`config.mk`:
```
export PLATFORM = sky130hd
export DESIGN_NAME = pcie_adv_err_classifier
export DESIGN_NICKNAME = d
export VERILOG_FILES = /design/src/rtl/aec_pkg.sv /design/src/rtl/aec_classify.sv /design/src/rtl/aec_msg_arb.sv /design/src/rtl/aec_err_log.sv /design/src/rtl/aec_par_fwd.sv /design/src/rtl/pcie_adv_err_classifier.sv
export SDC_FILE = /design/constraint.sdc
export NUM_CORES = 1
export LEC_CHECK = 0
export BUFFER_PORTS_ARGS = -buffer_cell sky130_fd_sc_hd__buf_2
export CAP_MARGIN = 5
export CORE_MARGIN = 1.5
export CORE_UTILIZATION = 37
export DETAILED_ROUTE_END_ITERATION = 6
export PLACE_DENSITY_LB_ADDON = 0.08
export SLEW_MARGIN = 20
export SYNTH_ARGS = -nofsm -noshare
export SYNTH_HDL_FRONTEND = slang
export SYNTH_SLANG_ARGS = --single-unit
```
`constraint.sdc`:
```
create_clock -name clk -period 1.8 [get_ports clk]
set_input_delay 0 -clock clk [delete_from_list [all_inputs] [get_ports clk]]
set_output_delay 0 -clock clk [all_outputs]
set_load 0.1 [all_outputs]
```
`src/rtl/aec_pkg.sv`:
```
package aec_pkg;
  typedef enum logic [1:0] {
    MSG_COR      = 2'd0,
    MSG_NONFATAL = 2'd1,
    MSG_FATAL    = 2'd2
  } msg_class_e;

  localparam int NUM_KINDS = 3;
  localparam int KIND_W    = 2;
  localparam logic [KIND_W-1:0] KIND_CPL = 2'd0;
  localparam logic [KIND_W-1:0] KIND_WR  = 2'd1;
  localparam logic [KIND_W-1:0] KIND_TO  = 2'd2;

  function automatic msg_class_e grade(input logic adv_en, input logic is_fatal);
    if (is_fatal)    return MSG_FATAL;
    else if (adv_en) return MSG_COR;
    else             return MSG_NONFATAL;
  endfunction
endpackage

```
`src/rtl/aec_classify.sv`:
```
module aec_classify
  import aec_pkg::*;
#(
  parameter int N = NUM_KINDS
) (
  input  logic [N-1:0] evt,
  input  logic [N-1:0] adv_en,
  input  logic [N-1:0] sev_fatal,
  output logic         set_f,
  output logic         set_n,
  output logic         set_c
);
  logic [N-1:0] hit_f, hit_n, hit_c;

  for (genvar g = 0; g < N; g++) begin : g_kind
    msg_class_e cls;
    always_comb begin
      cls      = grade(adv_en[g], sev_fatal[g]);
      hit_f[g] = evt[g] && (cls == MSG_FATAL);
      hit_n[g] = evt[g] && (cls == MSG_NONFATAL);
      hit_c[g] = evt[g] && (cls == MSG_COR);
    end
  end

  assign set_f = |hit_f;
  assign set_n = |hit_n;
  assign set_c = |hit_c;
endmodule

```
`src/rtl/aec_msg_arb.sv`:
```
module aec_msg_arb
  import aec_pkg::*;
(
  input  logic       clk,
  input  logic       rst_n,
  input  logic       set_f,
  input  logic       set_n,
  input  logic       set_c,
  input  logic       gen_req,
  input  logic       msg_ready,
  output logic       msg_valid,
  output logic [1:0] msg_type,
  output logic       nf_accept
);
  logic pend_f_q, pend_n_q, pend_c_q;
  logic pend_f_d, pend_n_d, pend_c_d;
  logic take;
  msg_class_e head;

  always_comb begin
    if (pend_f_q)                 head = MSG_FATAL;
    else if (pend_n_q || gen_req) head = MSG_NONFATAL;
    else                          head = MSG_COR;
  end

  assign msg_valid = pend_f_q || pend_n_q || pend_c_q || gen_req;
  assign msg_type  = head;
  assign take      = msg_valid && msg_ready;
  assign nf_accept = take && (head == MSG_NONFATAL);

  always_comb begin
    pend_f_d = (pend_f_q && !(take && head == MSG_FATAL)) || set_f;
    pend_n_d = (pend_n_q && !nf_accept) || set_n;
    pend_c_d = (pend_c_q && !(take && head == MSG_COR)) || set_c;
  end

  always_ff @(posedge clk or negedge rst_n) begin
    if (!rst_n) begin
      pend_f_q <= 1'b0;
      pend_n_q <= 1'b0;
      pend_c_q <= 1'b0;
    end else begin
      pend_f_q <= pend_f_d;
      pend_n_q <= pend_n_d;
      pend_c_q <= pend_c_d;
    end
  end

  a_r5_hold_valid: assert property (@(posedge clk) disable iff (!rst_n)
    (msg_valid && !msg_ready) |=> msg_valid);
endmodule

```
`src/rtl/aec_err_log.sv`:
```
module aec_err_log
  import aec_pkg::*;
#(
  parameter int HDR_W  = 32,
  parameter int DESC_W = 16,
  parameter int TAG_W  = 8
) (
  input  logic              clk,
  input  logic              rst_n,
  input  logic [2:0]        evt,
  input  logic [HDR_W-1:0]  cpl_hdr,
  input  logic [DESC_W-1:0] cpl_desc,
  input  logic [HDR_W-1:0]  wr_hdr,
  input  logic [HDR_W-1:0]  to_hdr,
  input  logic [TAG_W-1:0]  to_tag,
  input  logic              log_clr,
  output logic              log_vld,
  output logic [KIND_W-1:0] log_kind,
  output logic [HDR_W-1:0]  log_hdr,
  output logic [DESC_W-1:0] log_desc
);
  logic              vld_q, vld_d, cap_en;
  logic [KIND_W-1:0] kind_q, kind_d;
  logic [HDR_W-1:0]  hdr_q, hdr_d;
  logic [DESC_W-1:0] desc_q, desc_d;

  always_comb begin
    kind_d = KIND_TO;
    hdr_d  = to_hdr;
    desc_d = DESC_W'(to_tag);
    if (evt[0]) begin
      kind_d = KIND_CPL;
      hdr_d  = cpl_hdr;
      desc_d = cpl_desc;
    end else if (evt[1]) begin
      kind_d = KIND_WR;
      hdr_d  = wr_hdr;
      desc_d = '0;
    end
    cap_en = (|evt) && (!vld_q || log_clr);
    vld_d  = cap_en || (vld_q && !log_clr);
  end

  always_ff @(posedge clk or negedge rst_n) begin
    if (!rst_n) vld_q <= 1'b0;
    else        vld_q <= vld_d;
  end

  always_ff @(posedge clk or negedge rst_n) begin
    if (!rst_n) begin
      kind_q <= '0;
      hdr_q  <= '0;
      desc_q <= '0;
    end else if (cap_en) begin
      kind_q <= kind_d;
      hdr_q  <= hdr_d;
      desc_q <= desc_d;
    end
  end

  assign log_vld  = vld_q;
  assign log_kind = kind_q;
  assign log_hdr  = hdr_q;
  assign log_desc = desc_q;

  a_r7_log_hold: assert property (@(posedge clk) disable iff (!rst_n)
    (log_vld && !log_clr) |=> (log_vld && $stable(log_hdr) && $stable(log_kind)));
endmodule

```
`src/rtl/aec_par_fwd.sv`:
```
module aec_par_fwd #(
  parameter int DATA_W = 32
) (
  input  logic              clk,
  input  logic              rst_n,
  input  logic              in_vld,
  input  logic [DATA_W-1:0] in_data,
  input  logic              in_poison,
  output logic              out_vld,
  output logic [DATA_W-1:0] out_data,
  output logic              out_par
);
  logic par_d;

  always_comb par_d = (^in_data) ^ in_poison;

  always_ff @(posedge clk or negedge rst_n) begin
    if (!rst_n) out_vld <= 1'b0;
    else        out_vld <= in_vld;
  end

  always_ff @(posedge clk or negedge rst_n) begin
    if (!rst_n) begin
      out_data <= '0;
      out_par  <= 1'b0;
    end else if (in_vld) begin
      out_data <= in_data;
      out_par  <= par_d;
    end
  end

  a_r9_bad_parity: assert property (@(posedge clk) disable iff (!rst_n)
    out_vld |-> ((out_par ^ (^out_data)) == $past(in_poison)));
endmodule

```
`src/rtl/pcie_adv_err_classifier.sv`:
```
module pcie_adv_err_classifier
  import aec_pkg::*;
#(
  parameter int HDR_W  = 32,
  parameter int DESC_W = 16,
  parameter int TAG_W  = 8,
  parameter int DATA_W = 32,
  parameter int CFG_W  = 8
) (
  input  logic              clk,
  input  logic              rst_n,
  input  logic              evt_cpl_poison,
  input  logic              evt_wr_poison,
  input  logic              evt_cpl_timeout,
  input  logic [HDR_W-1:0]  cpl_hdr,
  input  logic [DESC_W-1:0] cpl_desc,
  input  logic [HDR_W-1:0]  wr_hdr,
  input  logic [HDR_W-1:0]  to_hdr,
  input  logic [TAG_W-1:0]  to_tag,
  input  logic [2:0]        sev_fatal,
  input  logic              cfg_we,
  input  logic [CFG_W-1:0]  cfg_wdata,
  output logic [CFG_W-1:0]  cfg_rdata,
  input  logic              log_clr,
  output logic              log_vld,
  output logic [1:0]        log_kind,
  output logic [HDR_W-1:0]  log_hdr,
  output logic [DESC_W-1:0] log_desc,
  output logic              irq,
  output logic              msg_valid,
  output logic [1:0]        msg_type,
  input  logic              msg_ready,
  input  logic              in_vld,
  input  logic [DATA_W-1:0] in_data,
  input  logic              in_poison,
  output logic              out_vld,
  output logic [DATA_W-1:0] out_data,
  output logic              out_par
);
  localparam int GEN_BIT = 0;
  localparam int ADV_LSB = 4;

  logic [NUM_KINDS-1:0] evt, adv_q, adv_d;
  logic gen_q, gen_d, gen_wr;
  logic set_f, set_n, set_c, nf_accept;

  assign evt    = {evt_cpl_timeout, evt_wr_poison, evt_cpl_poison};
  assign gen_wr = cfg_we && cfg_wdata[GEN_BIT];

  always_comb begin
    adv_d = cfg_we ? cfg_wdata[ADV_LSB +: NUM_KINDS] : adv_q;
    gen_d = (gen_q && !nf_accept) || gen_wr;
  end

  always_ff @(posedge clk or negedge rst_n) begin
    if (!rst_n) begin
      adv_q <= '0;
      gen_q <= 1'b0;
    end else begin
      adv_q <= adv_d;
      gen_q <= gen_d;
    end
  end

  always_comb begin
    cfg_rdata                        = '0;
    cfg_rdata[GEN_BIT]               = gen_q;
    cfg_rdata[ADV_LSB +: NUM_KINDS]  = adv_q;
  end

  aec_classify #(.N(NUM_KINDS)) u_classify (
    .evt(evt), .adv_en(adv_q), .sev_fatal(sev_fatal),
    .set_f(set_f), .set_n(set_n), .set_c(set_c)
  );

  aec_msg_arb u_arb (
    .clk(clk), .rst_n(rst_n), .set_f(set_f), .set_n(set_n), .set_c(set_c),
    .gen_req(gen_q), .msg_ready(msg_ready), .msg_valid(msg_valid),
    .msg_type(msg_type), .nf_accept(nf_accept)
  );

  aec_err_log #(.HDR_W(HDR_W), .DESC_W(DESC_W), .TAG_W(TAG_W)) u_log (
    .clk(clk), .rst_n(rst_n), .evt(evt), .cpl_hdr(cpl_hdr), .cpl_desc(cpl_desc),
    .wr_hdr(wr_hdr), .to_hdr(to_hdr), .to_tag(to_tag), .log_clr(log_clr),
    .log_vld(log_vld), .log_kind(log_kind), .log_hdr(log_hdr), .log_desc(log_desc)
  );

  assign irq = log_vld;

  aec_par_fwd #(.DATA_W(DATA_W)) u_par (
    .clk(clk), .rst_n(rst_n), .in_vld(in_vld), .in_data(in_data),
    .in_poison(in_poison), .out_vld(out_vld), .out_data(out_data), .out_par(out_par)
  );

  a_r1_fatal_raises: assert property (@(posedge clk) disable iff (!rst_n)
    (|(evt & sev_fatal)) |=> (msg_valid && msg_type == MSG_FATAL));

  a_r4_gen_selfclear: assert property (@(posedge clk) disable iff (!rst_n)
    (gen_q && msg_valid && msg_ready && msg_type == MSG_NONFATAL && !gen_wr) |=> !cfg_rdata[GEN_BIT]);

  a_r8_irq_follows_log: assert property (@(posedge clk) disable iff (!rst_n)
    (log_vld && !log_clr) |=> irq);
endmodule

```
==> reports/qor.yml, run 1 <==
run_status:
  status: "finished clean"
synth:
  synth_cells: 434
  netlist_area_sq_um: 4460
  yosysTopAreaCellShare_pct: 51.6
  yosys_warnings: 0
  synth_seq_cells: 92
  syn_avg_cell_area_sq_um: 10.3
  yosysTopAreaCell: "dfrtp_1"
  synthTopCellsByArea: "dfrtp_1 (52%), mux2_2 (8.8%), mux2i_1 (7.2%)"
  netlist-cell-type-count: 30
  ys_seq_area_share_pct: 51.6
drt:
  detail-route-antenna-nets: 0
  wirelength_um: 13400
  drtPass1Iterations: 4
  dr_wl_met3_um: 914
  drc: 0
  top_layer_used: "met4"
  vias: 4358
  initialDrtViolationCount: 133
  wl_per_cell_um: 14.5
  wl_met1_um: 5300
  viasPerCell: 4.71
  route.met2.wl_um: 6930
sta:
  fin_crit_sh_pct: 97.1
  finalClockSkew_ns: 0.00353
  rsz0062_at_grt: "false"
  hold_viol_final: 0
  setup_violations: 0
  fmax_mhz: 572
  max_slew_margin_pct: 51.4
  tns_ns: 0
  slew_violations: 0
  min_period_ns: 1.75
  tightest_slew_ns: 0.729
worst_setup_path:
  critPathLaunchType: "input pin"
  r2r_cells: 4
  path_cells: "dlygate4sd3_1 > buf_2 > xnor2_1 > xnor2_1 > xnor2_1 > xnor3_1 > xnor2_1 > mux2_4"
  cp_common_cell: "xnor2_1"
  worstPathMaxFanout: 2
  max_stage_delay_ns: 0.53
  worst_ep_arrival_time_ns: 1.96
  r2r-start: "u_arb.pend_f_q"
  cp-startpoint: "in_data[5]"
  crit_required_ns: 2.01
  crit_buf_inv: 2
  r2r_end: "u_arb.pend_f_q"
  crit_family: "XOR/XNOR gates"
  slowest_stage: "dlygate4sd3_1"
  endpoint_kind: "register"
  worstSetupPathType: "in2reg"
  reg2reg_slack_ns: 0.32
clock_tree:
  cts_buffer_depth: 2
  cts.clk_slew.worst_paths_ns: 0.06
  cts_buffers: 9
  cts_setup_buffers: 0
  clkSinkCount: 92
  clk_latency_ns: 0.33
  clock-root-buffer: "clkbuf_16"
  cts_tree: "yes"
  cts_max_level: 3
floorplanning:
  ios: 270
  die-area_sq_um: 12700
  fp.dieH_um: 113
  start_util_pct: 38.6
  core-area_sq_um: 11600
  rows: 39
  die_w_um: 113
finish:
  layout-drive-gt1-share_pct: 41.7
  diodes: 0
  final_nets: 952
  n_fill_cell: 971
  syn2layout_area_growth_pct: 61.7
min_path:
  min_from: "to_tag[6]"
  hold_path_class: "in2reg"
  hold_depth: 3
  worstHoldEndpoint: "u_log.log_desc[6]"
place:
  gp_congestion: 0.821
  port_buffers: 261
  dp_hpwl_um: 9550
power_and_ir_drop:
  leakage_nw: 3.63
  p_sw_share_pct: 44.5
  seqPwrFrac_pct: 32.5
  worst_ir_drop_vdd_uv: 643
  intPower_w: 0.00419
  powerDensity_nw_per_um2: 1050
  clock_power_share_pct: 23.3
  power.switching_w: 0.00336
  p_total_w: 0.00755
  comb_power_share_pct: 44.2
global_routing:
  grt_overflow_total: 0
  grt_usage_pct: 21.6
  grt_pass1_vias: 4545
  antenna_found_initial: 0
  grt_max_degree: 45
  grt_pass1_wl_um: 21800
run:
  drv_cap: 0
## placed cells by master, fill, tap and decap left out, drive strengths merged, types with 13 or more instances in the layout
master and count:
clkbuf 13, mux2i 32, nand2 60, o21ai 42, nor2 36, xnor2 27
a21oi 34, mux2 36, dlygate4sd3 94, buf 269, dfrtp 92
## per-stage QoR
step	utilization, %	instance area, sq um	hold slack (ns)	worst slack [ns]	instances
6_report	62.3	7210	0.00766	0.0527	925
5_1_grt	62.3	7210	0.0435	0.0145	925
4_1_cts	62.0	7180	0.000581	0.0110	929
3_5_place_dp	51.2	5920	0.0482	0.210	817
3_3_place_gp	51.2	5920	0.0544	0.243	817
2_1_floorplan	-	4470	-0.296	0.0722	437
## Yosys cell counts, drive strengths merged
cell / count
dfrtp: 92
nand2: 60
o21ai: 42
mux2: 36
nor2: 36
a21oi: 34
mux2i: 32
xnor2: 27
clkbuf: 22
buf: 14
nand3: 8
a22oi: 7
inv: 3
nand2b: 3
nand3b: 3
xor2: 3
nor3b: 2
o31ai: 2
a221o: 1
a22o: 1
a2bb2oi: 1
conb: 1
o2111ai: 1
o221ai: 1
o22ai: 1
xnor3: 1
## timing repair
item / in CTS / in global routing
hold buffers: 98 / 0
resized for setup: 0 / 10
setup endpoints to repair: 0 / 1
hold endpoints to repair: 127 / 0
## flip-flops by register name (all words and copies together), names as in the netlist
register,flops
u_log.log_hdr,32
u_par.out_data,32
u_log.log_desc,16
adv_q,3
u_log.log_kind,2
gen_q,1
u_arb.pend_c_q,1
u_arb.pend_f_q,1
u_arb.pend_n_q,1
u_log.log_vld,1
u_par.out_par,1
u_par.out_vld,1
## how the worst max path moves through the flow
stage                                    to  slack, ns  cells past startpoint
after floorplan           u_log.log_kind[1]       0.07                      4
after global placement        u_par.out_par       0.24                      7
after detailed placement      u_par.out_par       0.21                      7
after CTS                     u_par.out_par       0.01                      8
after global routing          u_par.out_par       0.01                      8
final                         u_par.out_par       0.05                      8
## layer usage
metal | global-route usage [%] | up-vias
li1 | - | 2161
met2 | 40.3 | 184
met5 | 0 | -
met3 | 4.39 | 20
met4 | 7.09 | 0
met1 | 24.8 | 1993
## logic make-up after synthesis
group,after synthesis,share of synthesized area (%)
AOI/OAI and AO/OA,91,11.3
xor gates and xnor gates,31,6.40
buffers and inverters,39,4.01
DFF,92,51.6
muxes,68,16.4
other,1,0.0841
and+or+nand+nor,112,10.2
## area by class of cell
cell class              count  area (sq um)  area share (%)
inverters                   3          11.3           0.156
well taps                 143           179            2.48
multi-input cells         306          2040            28.4
clock inverters             1          7.51           0.104
repair buffers            367          2390            33.2
clock buffers              13           270            3.75
flip-flops and latches     92          2300            31.9
## power by group through the flow
stage                     logic [W]  clock network (W)  registers [W]
after floorplan            0.000741                  0        0.00422
after global placement      0.00313                  0        0.00247
after detailed placement    0.00315                  0        0.00248
after CTS                   0.00333            0.00182        0.00245
after global routing        0.00349            0.00192        0.00248
final                       0.00334            0.00176        0.00245
## tightest hold or removal path, delay by kind of cell
kind | cells | cell delay (ns)
AOI/OAI and AO/OA | 2 | 0.22
buffers and inverters | 1 | 0.07
Note: power is estimated with default switching activity, not from simulation.
==> run 2, diff against run 1 <==
--- a/config.mk
+++ b/config.mk
@@ -7,9 +7,11 @@
 export LEC_CHECK = 0
 export BUFFER_PORTS_ARGS = -buffer_cell sky130_fd_sc_hd__buf_2
 export CAP_MARGIN = 5
+export CORE_ASPECT_RATIO = 0.6
 export CORE_MARGIN = 1.5
 export CORE_UTILIZATION = 37
 export DETAILED_ROUTE_END_ITERATION = 6
+export GPL_TIMING_DRIVEN = 0
 export PLACE_DENSITY_LB_ADDON = 0.08
 export SLEW_MARGIN = 20
 export SYNTH_ARGS = -nofsm -noshare
==> run 2 against run 1 <==
Via count increased by 4.1%. Highest routed layer unchanged. Clock skew rose by 0.0054 ns. Maximum frequency is 0.54% higher. Clock power up 12%. Largest cell class unchanged. Die area rose by 0.17%. Hold slack improved by 0.0048 ns. Critical path type unchanged.
==> reports/qor.yml, run 2 (synthesis results as in run 1) <==
worst_setup_path:
  endpoint_kind: "register"
  crit_family: "XOR/XNOR gates"
  r2r_end: "u_log.log_desc[7]"
  r2r-start: "u_log.log_vld"
  reg2reg_slack_ns: 0.26  # -0.06 ns
  crit_buf_inv: 1  # -1
  worstPathMaxFanout: 2  # unchanged
  slowest_stage: "dlygate4sd3_1"
  critPathLaunchType: "input pin"
  worst_ep_arrival_time_ns: 1.96  # about the same
  crit_required_ns: 2.02  # about the same
  worstSetupPathType: "in2reg"
  r2r_cells: 6  # +2
  path_cells: "dlygate4sd3_1 > xnor2_2 > xnor2_1 > xnor2_1 > xnor3_2 > xnor2_2 > mux2_4"
  max_stage_delay_ns: 0.59  # +0.06 ns
finish:
  final_cell_mix: "buf_2 (257), dlygate4sd3_1 (95), dfrtp_1 (91)"
  diodes: 0  # unchanged
  final_common_cell: "buf_2"
  syn2layout_area_growth_pct: 64.3
  layout-drive-gt1-share_pct: 40.7  # -0.99 points
  n_fill_cell: 1002  # +3.2%
  final_nets: 974  # +2.3%
clock_tree:
  cts_buffers: 9  # unchanged
  clkSinkCount: 92  # unchanged
  cts_max_level: 3  # unchanged
  clk_latency_ns: 0.34  # about the same
  clock-root-buffer: "clkbuf_16"
  cts_tree: "yes"
  cts_buffer_depth: 2  # unchanged
  cts.clk_slew.worst_paths_ns: 0.07  # about the same
  cts_setup_buffers: 0  # unchanged
sta:
  max_slew_margin_pct: 59.5  # +8.0 points
  finalClockSkew_ns: 0.00897  # +0.00544 ns
  fmax_mhz: 575  # +0.54%
  min_period_ns: 1.74  # -0.00934 ns
  tightest_slew_ns: 0.608  # -0.121 ns
  setup_violations: 0  # unchanged
  rsz0062_at_grt: "true"
  hold_viol_final: 0  # unchanged
  fin_crit_sh_pct: 96.6  # -0.52 points
  fin_ws_ns: 0.0621  # +0.00934 ns
  slew_violations: 0  # unchanged
drt:
  wl_per_cell_um: 15.2  # +5.3%
  detail-route-antenna-nets: 0  # unchanged
  drc: 0  # unchanged
  initialDrtViolationCount: 150  # +13%
  drtPass1Iterations: 4  # unchanged
  viasPerCell: 4.70  # -0.29%
  vias: 4538  # +4.1%
  wirelength_um: 14700  # +9.9%
global_routing:
  grt_usage_pct: 23.2  # +1.6 points
  grt_overflow_total: 0  # unchanged
  grt_pass1_wl_um: 22500  # +3.6%
  antenna_found_initial: 1  # +1
  grt_max_degree: 52  # +16%
  grt_pass1_vias: 4607  # +1.4%
place:
  gp_congestion: 0.836  # +1.8%
  port_buffers: 259  # -0.77%
  dp_hpwl_um: 10900  # +14%
  dp_slack_ns: 0.100  # -0.109 ns
min_path:
  hold_depth: 3  # unchanged
  hold_path_class: "in2reg"
  worstHoldEndpoint: "u_arb.pend_n_q"
  min_from: "sev_fatal[1]"
floorplanning:
  rows: 30  # -23%
  fp.dieH_um: 88.1  # -22%
  core-area_sq_um: 11500  # -0.36%
  die_w_um: 145  # +28%
  die-area_sq_um: 12700  # +0.17%
  start_util_pct: 38.7  # +0.14 points
  ios: 270  # unchanged
power_and_ir_drop:
  worst_ir_drop_vdd_uv: 564  # -12%
  p_total_w: 0.00783  # +3.7%
  powerDensity_nw_per_um2: 1070  # +2.0%
  leakage_nw: 3.67  # +0.98%
run_status:
  status: "finished clean"
run:
  drv_cap: 0  # unchanged
## run 2: how the worst max path moves through the flow
stage               slack [ns]           start                 to  cells after the start
finish                    0.06     in_data[15]      u_par.out_par                      7
global route            -0.005  evt_cpl_poison  u_log.log_desc[5]                      6
CTS                      0.008      in_data[1]      u_par.out_par                      8
detailed placement        0.10  evt_cpl_poison  u_log.log_desc[7]                      6
global placement         -0.42           rst_n      u_log.log_vld                      1
floorplan                 0.07   u_log.log_vld  u_log.log_kind[1]                      4
## run 2: where the power goes
group | leakage (nW) | internal (W) | switching [W]
logic | 2.40 | 0.000870 | 0.00254
registers | 1.11 | 0.00231 | 0.000131
clock network | 0.154 | 0.00117 | 0.000804
total | 3.67 | 0.00435 | 0.00348
## run 2: repair_timing
item / 4_1_cts / 5_1_grt
hold buffers: 99 / 0
endpoints found under the hold margin: 179 / 0
setup endpoints to repair: 0 / 6
resized for setup: 0 / 14
## run 2: metal layers
layer	wire length, um	GRT usage (%)	share of wire (%)	up-vias
met1	6460	28.8	44	2123
met4	294	6.98	2.0	0
li1	-	-	-	2204
met5	0	0	0	-
met2	6970	39.8	47	174
met3	971	6.51	6.6	37
## run 2: area by class of cell
cell class / count / area, sq um / area share [%]
timing repair buffer: 353 / 2300 / 31.4
clock inverter: 5 / 66.3 / 0.905
inverter: 3 / 11.3 / 0.154
buffer: 36 / 170 / 2.32
clock buffer: 11 / 253 / 3.45
sequential: 92 / 2300 / 31.4
tap: 160 / 200 / 2.73
multi-input combinational: 306 / 2020 / 27.6
## run 2: per-stage QoR
stage	hold WS [ns]	area, sq um	util, %	std cells	TNS (ns)
final	0.0125	7330	63.6	966	0
after global routing	0.0207	7330	63.6	966	-0.00458
after CTS	0.00264	7310	63.5	972	0
after detailed placement	-0.0543	6000	52.1	857	0
after global placement	0.125	5970	51.8	856	-21.93
after floorplan	-0.296	4470	-	437	0
## run 2: worst register-to-register path, cell delays in order (launching register included)
cell and delay (ns):
dfrtp_2 0.38, nand2b_1 0.14, o31ai_2 0.19, clkbuf_2 0.32
buf_2 0.27, nand2_1 0.08, o21ai_0 0.08
